File: config.mk
export PLATFORM = sky130hd
export DESIGN_NAME = resv_station
export DESIGN_NICKNAME = d
export VERILOG_FILES = /design/src/rtl/rs_pkg.sv /design/src/rtl/rs_entry.sv /design/src/rtl/rs_picker.sv /design/src/rtl/resv_station.sv
export SDC_FILE = /design/constraint.sdc
export NUM_CORES = 1
export LEC_CHECK = 0
export ABC_AREA = 1
export CAP_MARGIN = 10
export CORE_UTILIZATION = 37
export DETAILED_ROUTE_END_ITERATION = 10
export DONT_BUFFER_PORTS = 1
export GPL_TIMING_DRIVEN = 0
export HOLD_SLACK_MARGIN = 0.02
export RECOVER_POWER = 50
export SLEW_MARGIN = 10
export SYNTH_ARGS = -nofsm -noshare
export SYNTH_HDL_FRONTEND = slang
export SYNTH_SLANG_ARGS = --single-unit
File: constraint.sdc
create_clock -name clk -period 2.95 [get_ports clk]
set_input_delay 0.885 -clock clk [delete_from_list [all_inputs] [get_ports clk]]
set_output_delay 0.885 -clock clk [all_outputs]
set_load 0.01 [all_outputs]
File: src/rtl/rs_pkg.sv
package rs_pkg;
  typedef enum logic {
    OP_ADD = 1'b0,
    OP_MUL = 1'b1
  } rs_op_e;

  localparam int unsigned NUM_FU = 2;
endpackage

File: src/rtl/rs_entry.sv
module rs_entry
  import rs_pkg::*;
#(
  parameter int unsigned TAG_W  = 2,
  parameter int unsigned DATA_W = 16,
  parameter int unsigned AGE_W  = 6
) (
  input  logic                   clk,
  input  logic                   rst_n,
  input  logic                   alloc_i,
  input  rs_op_e                 in_op_i,
  input  logic [1:0]             in_rdy_i,
  input  logic [1:0][TAG_W-1:0]  in_tag_i,
  input  logic [1:0][DATA_W-1:0] in_val_i,
  input  logic                   bc_valid_i,
  input  logic [TAG_W-1:0]       bc_tag_i,
  input  logic [DATA_W-1:0]      bc_val_i,
  input  logic                   issue_i,
  output logic                   valid_o,
  output logic                   ready_o,
  output rs_op_e                 op_o,
  output logic [1:0][DATA_W-1:0] val_o,
  output logic [AGE_W-1:0]       age_o
);
  logic                   valid_q, valid_d;
  rs_op_e                 op_q, op_d;
  logic [1:0]             rdy_q, rdy_d;
  logic [1:0][TAG_W-1:0]  tag_q, tag_d;
  logic [1:0][DATA_W-1:0] val_q, val_d;
  logic [AGE_W-1:0]       age_q, age_d;
  logic                   ctl_en;

  always_comb begin
    valid_d = valid_q;
    op_d    = op_q;
    age_d   = age_q;
    if (alloc_i) begin
      valid_d = 1'b1;
      op_d    = in_op_i;
      age_d   = '0;
    end else if (issue_i) begin
      valid_d = 1'b0;
    end else if (valid_q && (age_q != {AGE_W{1'b1}})) begin
      age_d = age_q + 1'b1;
    end
  end

  for (genvar s = 0; s < 2; s++) begin : g_src
    always_comb begin
      rdy_d[s] = rdy_q[s];
      tag_d[s] = tag_q[s];
      val_d[s] = val_q[s];
      if (alloc_i) begin
        tag_d[s] = in_tag_i[s];
        if (in_rdy_i[s]) begin
          rdy_d[s] = 1'b1;
          val_d[s] = in_val_i[s];
        end else if (bc_valid_i && (bc_tag_i == in_tag_i[s])) begin
          rdy_d[s] = 1'b1;
          val_d[s] = bc_val_i;
        end else begin
          rdy_d[s] = 1'b0;
          val_d[s] = in_val_i[s];
        end
      end else if (valid_q && !rdy_q[s] && bc_valid_i && (bc_tag_i == tag_q[s])) begin
        rdy_d[s] = 1'b1;
        val_d[s] = bc_val_i;
      end
    end

    // a matching broadcast wakes a waiting source
    assert_wakeup_R4: assert property (@(posedge clk) disable iff (!rst_n)
      (valid_q && !rdy_q[s] && bc_valid_i && (bc_tag_i == tag_q[s]) && !alloc_i && !issue_i)
      |=> rdy_q[s]);
    // an idle bus leaves a waiting source waiting
    assert_idle_bus_R5: assert property (@(posedge clk) disable iff (!rst_n)
      (valid_q && !rdy_q[s] && !bc_valid_i && !alloc_i && !issue_i) |=> !rdy_q[s]);
    // a captured operand holds while the slot waits
    assert_hold_operand_R3: assert property (@(posedge clk) disable iff (!rst_n)
      (valid_q && rdy_q[s] && !alloc_i && !issue_i) |=> $stable(val_q[s]));
    // insertion alongside a matching broadcast captures at once
    assert_same_cycle_capture_R10: assert property (@(posedge clk) disable iff (!rst_n)
      (alloc_i && !in_rdy_i[s] && bc_valid_i && (bc_tag_i == in_tag_i[s])) |=> rdy_q[s]);
  end

  assign ctl_en = alloc_i | issue_i | valid_q;

  always_ff @(posedge clk or negedge rst_n) begin
    if (!rst_n) begin
      valid_q <= 1'b0;
      rdy_q   <= '0;
      age_q   <= '0;
    end else if (ctl_en) begin
      valid_q <= valid_d;
      rdy_q   <= rdy_d;
      age_q   <= age_d;
    end
  end

  always_ff @(posedge clk) begin
    if (ctl_en) begin
      op_q  <= op_d;
      tag_q <= tag_d;
      val_q <= val_d;
    end
  end

  assign valid_o = valid_q;
  assign ready_o = valid_q & (&rdy_q);
  assign op_o    = op_q;
  assign val_o   = val_q;
  assign age_o   = age_q;

  // an issued slot is empty on the next cycle
  assert_free_on_issue_R9: assert property (@(posedge clk) disable iff (!rst_n)
    issue_i |=> !valid_q);
  // only a slot with both sources valid may be picked
  assert_issue_ready_R6: assert property (@(posedge clk) disable iff (!rst_n)
    issue_i |-> ready_o);
endmodule

File: src/rtl/rs_picker.sv
module rs_picker #(
  parameter int unsigned ENTRIES = 4,
  parameter int unsigned AGE_W   = 6
) (
  input  logic                            clk,
  input  logic                            rst_n,
  input  logic [ENTRIES-1:0]              req_i,
  input  logic [ENTRIES-1:0][AGE_W-1:0]   age_i,
  output logic [ENTRIES-1:0]              gnt_o
);
  always_comb begin
    for (int i = 0; i < ENTRIES; i++) begin
      gnt_o[i] = req_i[i];
      for (int j = 0; j < ENTRIES; j++) begin
        if ((j != i) && req_i[j]) begin
          if ((age_i[j] > age_i[i]) || ((age_i[j] == age_i[i]) && (j < i))) begin
            gnt_o[i] = 1'b0;
          end
        end
      end
    end
  end

  // one winner per unit, and some winner whenever any slot asks
  assert_single_grant_R8: assert property (@(posedge clk) disable iff (!rst_n)
    $onehot0(gnt_o));
  assert_grant_when_asked_R8: assert property (@(posedge clk) disable iff (!rst_n)
    (|req_i) |-> (|gnt_o));
endmodule

File: src/rtl/resv_station.sv
module resv_station
  import rs_pkg::*;
#(
  parameter int unsigned ENTRIES = 4,
  parameter int unsigned DATA_W  = 16,
  parameter int unsigned AGE_W   = 6,
  localparam int unsigned TAG_W  = (ENTRIES > 1) ? $clog2(ENTRIES) : 1
) (
  input  logic              clk,
  input  logic              rst_n,
  input  logic              in_valid_i,
  input  logic              in_op_i,
  input  logic              in_s1_rdy_i,
  input  logic [TAG_W-1:0]  in_s1_tag_i,
  input  logic [DATA_W-1:0] in_s1_val_i,
  input  logic              in_s2_rdy_i,
  input  logic [TAG_W-1:0]  in_s2_tag_i,
  input  logic [DATA_W-1:0] in_s2_val_i,
  output logic              full_o,
  output logic [TAG_W-1:0]  alloc_tag_o,
  input  logic              bc_valid_i,
  input  logic [TAG_W-1:0]  bc_tag_i,
  input  logic [DATA_W-1:0] bc_val_i,
  output logic              add_valid_o,
  output logic [TAG_W-1:0]  add_tag_o,
  output logic [DATA_W-1:0] add_a_o,
  output logic [DATA_W-1:0] add_b_o,
  output logic              mul_valid_o,
  output logic [TAG_W-1:0]  mul_tag_o,
  output logic [DATA_W-1:0] mul_a_o,
  output logic [DATA_W-1:0] mul_b_o
);
  logic [1:0] rst_sync_q;
  logic       rst_ok_n;

  always_ff @(posedge clk or negedge rst_n) begin
    if (!rst_n) rst_sync_q <= 2'b00;
    else        rst_sync_q <= {rst_sync_q[0], 1'b1};
  end
  assign rst_ok_n = rst_sync_q[1];

  logic [ENTRIES-1:0]                   slot_valid, slot_ready, slot_alloc, slot_issue;
  rs_op_e                               slot_op   [ENTRIES];
  logic [ENTRIES-1:0][1:0][DATA_W-1:0]  slot_val;
  logic [ENTRIES-1:0][AGE_W-1:0]        slot_age;
  logic [NUM_FU-1:0][ENTRIES-1:0]       fu_req, fu_gnt;
  logic [TAG_W-1:0]                     free_idx;
  logic                                 any_free, accept;
  logic [1:0]                           in_rdy;
  logic [1:0][TAG_W-1:0]                in_tag;
  logic [1:0][DATA_W-1:0]               in_val;

  assign in_rdy = {in_s2_rdy_i, in_s1_rdy_i};
  assign in_tag = {in_s2_tag_i, in_s1_tag_i};
  assign in_val = {in_s2_val_i, in_s1_val_i};

  always_comb begin
    free_idx = '0;
    any_free = 1'b0;
    for (int i = ENTRIES - 1; i >= 0; i--) begin
      if (!slot_valid[i]) begin
        free_idx = TAG_W'(i);
        any_free = 1'b1;
      end
    end
  end

  assign accept      = in_valid_i & any_free;
  assign full_o      = ~any_free;
  assign alloc_tag_o = free_idx;

  for (genvar e = 0; e < ENTRIES; e++) begin : g_slot
    assign slot_alloc[e] = accept && (free_idx == TAG_W'(e));
    assign slot_issue[e] = fu_gnt[0][e] | fu_gnt[1][e];
    assign fu_req[OP_ADD][e] = slot_ready[e] && (slot_op[e] == OP_ADD);
    assign fu_req[OP_MUL][e] = slot_ready[e] && (slot_op[e] == OP_MUL);

    rs_entry #(.TAG_W(TAG_W), .DATA_W(DATA_W), .AGE_W(AGE_W)) u_entry (
      .clk        (clk),
      .rst_n      (rst_ok_n),
      .alloc_i    (slot_alloc[e]),
      .in_op_i    (rs_op_e'(in_op_i)),
      .in_rdy_i   (in_rdy),
      .in_tag_i   (in_tag),
      .in_val_i   (in_val),
      .bc_valid_i (bc_valid_i),
      .bc_tag_i   (bc_tag_i),
      .bc_val_i   (bc_val_i),
      .issue_i    (slot_issue[e]),
      .valid_o    (slot_valid[e]),
      .ready_o    (slot_ready[e]),
      .op_o       (slot_op[e]),
      .val_o      (slot_val[e]),
      .age_o      (slot_age[e])
    );
  end

  for (genvar f = 0; f < NUM_FU; f++) begin : g_fu
    rs_picker #(.ENTRIES(ENTRIES), .AGE_W(AGE_W)) u_pick (
      .clk   (clk),
      .rst_n (rst_ok_n),
      .req_i (fu_req[f]),
      .age_i (slot_age),
      .gnt_o (fu_gnt[f])
    );
  end

  always_comb begin
    add_tag_o = '0; add_a_o = '0; add_b_o = '0;
    mul_tag_o = '0; mul_a_o = '0; mul_b_o = '0;
    for (int i = 0; i < ENTRIES; i++) begin
      if (fu_gnt[OP_ADD][i]) begin
        add_tag_o = add_tag_o | TAG_W'(i);
        add_a_o   = add_a_o | slot_val[i][0];
        add_b_o   = add_b_o | slot_val[i][1];
      end
      if (fu_gnt[OP_MUL][i]) begin
        mul_tag_o = mul_tag_o | TAG_W'(i);
        mul_a_o   = mul_a_o | slot_val[i][0];
        mul_b_o   = mul_b_o | slot_val[i][1];
      end
    end
  end

  assign add_valid_o = |fu_gnt[OP_ADD];
  assign mul_valid_o = |fu_gnt[OP_MUL];

  // an insert offered while full adds no slot
  assert_no_overflow_R1: assert property (@(posedge clk) disable iff (!rst_ok_n)
    (full_o && in_valid_i) |=> ($countones(slot_valid) <= $past($countones(slot_valid))));
  // a slot never goes to both units at once
  assert_one_unit_R7: assert property (@(posedge clk) disable iff (!rst_ok_n)
    (fu_gnt[OP_ADD] & fu_gnt[OP_MUL]) == '0);
endmodule

=== Yosys cells after proc, flatten, opt, wreduce, memory -nomap -nowiden ===
Index checks and enable logic that the tools add are counted.

* Output and inout bits: 73
* Register bits: 186
* Input bits: 61
* Word-level logic and storage cells: 351

* $add $sub $neg: 4
* Muxes and demuxes: 138
* Bitwise operators: 34
* Reduce and logical (&&, ||, !) cells: 99
* Order comparisons: 12
* Equal/unequal tests: 27

{| class="wikitable"
|+ Operators by type and width
! cell !! count
|-
| 2-to-1 mux 16 bit || 36
|-
| bitwise OR 16 bit || 12
|-
| 2-to-1 mux 1 bit || 82
|-
| greater-than comparator 6 bit || 12
|-
| 2-to-1 mux 6 bit || 12
|-
| logical AND 1 bit || 42
|-
| AND reduction 2 bit || 20
|-
| equality test 6 bit || 6
|-
| nonzero test 2 bit || 16
|-
| adder 6 x 1 -> 6 bit, second input constant || 4
|-
| inequality test 6 bit, second input constant || 4
|-
| equality test 2 bit || 10
|-
| 2-to-1 mux 2 bit || 8
|-
| bitwise OR 1 bit || 12
|-
| AND reduction 3 bit || 4
|-
| logical NOT 1 bit || 8
|-
| inequality test 2 x 1 -> 1 bit, second input constant || 4
|-
| OR reduction 4 bit || 2
|-
| logical OR 1 bit || 6
|-
| AND 1 bit || 5
|-
| NOT 1 bit || 5
|-
| equality test 2 bit, second input constant || 2
|-
| equality test 2 x 1 -> 1 bit, second input constant || 1
|-
| logical NOT 2 bit || 1
|}

=== Logic depth before layout (Yosys ltp) ===
* Depth after elaboration: 16
* Gate-level depth with buffers: 15
* Depth with buffers taken out: 15

=== Modules after synthesis ===
From an unflattened synthesis, not the netlist that was laid out.

* Cell total of the unflattened synthesis: 1,722
* Area total of the unflattened synthesis: 13,297.8 um^2

{| class="wikitable"
|+ By module, submodules not included
! module !! times used !! cells an instance !! area each (um^2) !! sequential area each (um^2)
|-
| rs_entry || 4 || 238 || 2,289.7 || 1,336.3
|-
| rs_picker || 2 || 183 || 1,081.0 || 0.0
|-
| resv_station || 1 || 404 || 1,976.9 || 50.0
|}

=== Worst setup path before layout ===
No wires, ideal clock.

* Path type: input port to flip-flop
* Start: input port bc_tag_i[1]
* End: register g_slot[2].u_entry.val_q (netlist bit g_slot[2].u_entry.val_o[16]) (enable)
* Path buffers: 1
* Library setup time: 0.417 ns
* Stages on the path: 4
* Setup slack: -0.059 ns
* Data required time: 2.533 ns
* Data arrival time: 2.592 ns
* Cells stage by stage: buf_4 > xnor2_1 > nand2_1 > o31ai_1

* Word-level cells in the longest chain between the ends: 4

{| class="wikitable"
|+ Ends and longest elaborated chain
! element !! RTL line !! text
|-
| from (decl) || resv_station.sv:22 || <nowiki>input logic [TAG_W-1:0] bc_tag_i,</nowiki>
|-
| equality test 2 bit || rs_entry.sv:65 || <nowiki>end else if (valid_q && !rdy_q[s] && bc_valid_i && (bc_tag_i == tag_q[s])) begin</nowiki>
|-
| logical AND 1 bit || rs_entry.sv:65 ||
|-
| nonzero test 2 bit (no line) || -- ||
|-
| AND reduction 2 bit (no line) || -- ||
|-
| to (signal assigned) || rs_entry.sv:104 || <nowiki>val_q <= val_d;</nowiki>
|-
| to (decl) || rs_entry.sv:29 || <nowiki>logic [1:0][DATA_W-1:0] val_q, val_d;</nowiki>
|}

No other way between the ends.
A chain may end at the register's enable or synchronous reset.

=== Final worst setup path ===
* Start: register g_slot[2].u_entry.age_q[3]
* End: output port mul_b_o[7]

* Word-level cells in the longest chain between the ends: 12
* Elaborated cells on any way between the ends: 35
* Those cells by class: 6 x order compare; 3 x eq/ne; 20 x mux; 3 x bitwise; 3 x reduce/logical

{| class="wikitable"
|+ Ends and longest elaborated chain
! element !! RTL line !! text
|-
| from (decl) || rs_entry.sv:30 || <nowiki>logic [AGE_W-1:0] age_q, age_d;</nowiki>
|-
| from (signal assigned) || rs_entry.sv:96 || <nowiki>age_q <= age_d;</nowiki>
|-
| greater-than comparator 6 bit || rs_picker.sv:16 || <nowiki>if ((age_i[j] > age_i[i]) || ((age_i[j] == age_i[i]) && (j < i))) begin</nowiki>
|-
| 2-to-1 mux 1 bit || rs_picker.sv:16 ||
|-
| 2-to-1 mux 1 bit || rs_picker.sv:15 || <nowiki>if ((j != i) && req_i[j]) begin</nowiki>
|-
| 2-to-1 mux 1 bit || rs_picker.sv:16 ||
|-
| 2-to-1 mux 1 bit || rs_picker.sv:15 ||
|-
| 2-to-1 mux 16 bit || resv_station.sv:117 || <nowiki>if (fu_gnt[OP_MUL][i]) begin</nowiki>
|-
| bitwise OR 16 bit || resv_station.sv:120 || <nowiki>mul_b_o = mul_b_o | slot_val[i][1];</nowiki>
|-
| 2-to-1 mux 16 bit || resv_station.sv:117 ||
|-
| bitwise OR 16 bit || resv_station.sv:120 ||
|-
| 2-to-1 mux 16 bit || resv_station.sv:117 ||
|-
| bitwise OR 16 bit || resv_station.sv:120 ||
|-
| 2-to-1 mux 16 bit (*) || resv_station.sv:117 ||
|-
| to (decl) || resv_station.sv:31 || <nowiki>output logic [DATA_W-1:0] mul_b_o</nowiki>
|}

Mark *: on every way between the ends. The rest lies on a longest branch, timed or not.

==> impl_results.md <==
- Vias in the first global route: 11200
- Fin. Hold Viols: 0
- Most common cell after layout, fill and taps aside: nand2_1
- Die area: 0.0315 mm^2
- GP Congestion: 1.07
- Post-Syn Area: 0.0114 mm^2
- 1st-iter DRT viols: 1909
- Crit path DAT: 2.65 ns
- Filler cells: 2598
- Setup TNS: -64.22 ns
- Hold buffers post-CTS: 0
- Fmax: 283 MHz
- Die height: 178 um
- Ratio of cells with drive above 1 in the final layout: 0.280
- Worst Setup Start Kind: flop
- Final nets: 1589
- Critical path type: reg2out
- Post-Place Setup Slack: -0.729 ns
- # diodes: 0
- Via count: 12000
- Die X: 178 um
- Io pins: 134
- FP Rows: 63
- Worst-path clk slew: 0.07 ns
- R2R cell count: 8
- DRC violations left: 0
- Initial antenna violation count: 1
- Most frequent cells in the layout: nand2_1 (269), nand4_1 (162), edfxtp_1 (148)
- DRT Wirelength: 51100 um
- Worst R2R End: g_slot[2].u_entry.val_o[0]$_DFFE_PP_
- Min cycle time layout: 3.54 ns
- Syn_area_per_cell: 8.36 um^2
- Num CTS Buffers: 17
- Leak: 0.00607 uW
- Setup WS post-layout: -0.589 ns
- Slew @ Worst Pin: 1.49 ns
- Slew Limit Fails: 1
- # clock sinks: 186
- CTS Buffer Depth: 2
- Largest net degree at the start of global routing: 21
- Core Area: 0.0300 mm^2
- Starting density of the core: 0.381
- Final ANT Viol Nets: 0
- Setup violators final: 236
- First-pass GRT wire length: 71700 um
- Number of port buffers: 0
- Distinct cells, synth: 37
- CTS tree: done
- Area growth syn-to-layout: 35.2%
- Minimum setup slack among reg-to-reg paths: -0.47 ns
- Crit path max fanout: 6
- GRT Total Usage: 0.314
- Vias per cell: 6.36
- Worst EP required: 2.07 ns
- Root Driver: clkbuf_16
- RSZ-0062 raised after global routing: yes
- Syn. warnings: 0
- Violated checks: capacitance limit, slew limit, setup timing
- Relative slew slack: -0.00352
- Reg2reg start: g_slot[1].u_entry.valid_o$_DFFE_PN0P_
- Tot Pwr: 17300 uW
- P per Cell Area: 1120 mW/mm^2
- Synthesized flop and latch total: 186
- Total gr overflow: 0
- Gate count after technology mapping: 1365
- Peak supply drop: 0.000452 V
- WL per Instance: 27.0 um
- Final Util: 0.515
- Status: complete, but fails checks
- Endpoint class of the critical path: output pin
- Seq/Total Area, Yosys: 0.473
- Latest clock arrival within the worst-skew pair: 0.45 ns
- First-pass DRT Iterations: 7
- Clk_skew: 0.00827 ns
- H-tree levels: 4
- Worst hold-check path type: in2async
- CP startpoint: g_slot[2].u_entry.age_o[3]$_DFFE_PN0P_
- Final period utilization: 1.20
- Syn Nets: 1466
- DPL Wire Length: 34200 um
- # Max-Cap Violations: 1
## power by group
part / internal (uW) / leakage [uW] / switching [uW] / total, uW
combinational: 3830 / 0.00398 / 6710 / 10500
clock: 1210 / 0.000279 / 1130 / 2330
sequential: 3780 / 0.00181 / 651 / 4430
total: 8820 / 0.00607 / 8490 / 17300
## final cells by class
cell class | count | area, um^2 | area share
inverter | 123 | 507 | 0.0329
sequential | 186 | 5420 | 0.351
clock inverter | 14 | 141 | 0.00917
timing repair buffer | 106 | 1150 | 0.0743
tap | 390 | 488 | 0.0316
multi-input combinational | 974 | 6300 | 0.409
clock buffer | 18 | 439 | 0.0285
buffer | 80 | 976 | 0.0633
## state kept, by name (all words and copies together) (netlist names)
name,flops
g_slot.u_entry.val_o,128
g_slot.u_entry.age_o,24
g_slot.u_entry.tag_q,16
g_slot.u_entry.rdy_q,8
g_slot.u_entry.op_o,4
g_slot.u_entry.valid_o,4
rst_sync_q,2
## metrics by stage
step	hold slack (ns)	instances	cell area, um^2
6_report	0.123	1891	15400
5_1_grt	0.110	1891	15400
4_1_cts	0.112	1857	14600
3_5_place_dp	0.229	1764	12100
3_3_place_gp	0.336	1755	11900
2_1_floorplan	0.331	1365	11400
## worst max-delay path by stage
stage	cells after the start	slack (ns)	to
floorplan	4	0.03	g_slot[0].u_entry.val_o[0]$_DFFE_PP_
detailed placement	11	-0.73	mul_a_o[13]
global placement	4	-1.34	g_slot[0].u_entry.val_o[17]$_DFFE_PP_
global route	12	-0.64	mul_b_o[8]
CTS	12	-0.45	mul_b_o[3]
finish	11	-0.59	mul_b_o[7]
## worst max-delay path: stages (launching register included)
cell and delay, ns:
dfrtp_2 0.50, ha_4 0.31, nand2_2 0.06, nor2_4 0.15, nand2_2 0.09, nand3_4 0.10, nand2_4 0.09, a21boi_4 0.28
buf_4 0.22, clkbuf_16 0.15, nand3_1 0.08, nand4_1 0.17
## metal layers
metal	vias to the layer above	wire, um	GRT usage
li1	5141	-	-
met1	5740	19900	0.425
met2	942	21700	0.455
met3	195	6720	0.0910
met4	2	2790	0.158
met5	-	13	0
## logic make-up after synthesis
group | Yosys count | synth area share
buffers and inverters | 205 | 0.0707
XOR/XNOR | 24 | 0.0184
AND/OR/NAND/NOR | 695 | 0.293
AO/OA/AOI/OAI | 214 | 0.100
other | 1 | 0.000329
flip-flops | 186 | 0.473
adder cells (fa/ha/maj) | 40 | 0.0439
## Yosys cell counts
master,n,area share
xor2_1,6,0.0046
o21ai_4,1,0.0014
nand4_1,162,0.089
nor3_4,1,0.0014
clkinv_1,3,0.00099
buf_1,4,0.0013
nand3_2,6,0.0053
nor2_2,2,0.0011
nor2_4,2,0.0020
inv_2,11,0.0036
nand3b_4,1,0.0018
ha_1,40,0.044
dfrtp_1,38,0.083
xnor2_1,18,0.014
buf_4,3,0.0020
nor2_1,21,0.0069
conb_1,1,0.00033
a21boi_2,1,0.00099
nand2_2,4,0.0022
inv_1,109,0.036
a21oi_2,3,0.0023
o22ai_1,8,0.0044
nand2_1,315,0.10
or2_2,1,0.00055
nand3_1,172,0.075
nor3_2,1,0.00088
nor3_1,7,0.0031
a21oi_1,20,0.0088
o21ai_1,50,0.022
o21ai_2,2,0.0015
edfxtp_1,148,0.39
o31ai_1,8,0.0053
o21bai_1,3,0.0020
a31oi_1,1,0.00055
buf_2,20,0.0088
o21ai_0,117,0.051
clkbuf_1,55,0.018
## timing repair
item | 4_1_cts | 5_1_grt
endpoints found under the setup margin | 70 | 72
gates cloned | 7 | 8
resized for setup | 321 | 121
endpoints found under the hold margin | 0 | 0
pin swaps | 80 | 106
buffers inserted | 55 | 29
No activity file was read; power rests on OpenSTA's default activity.
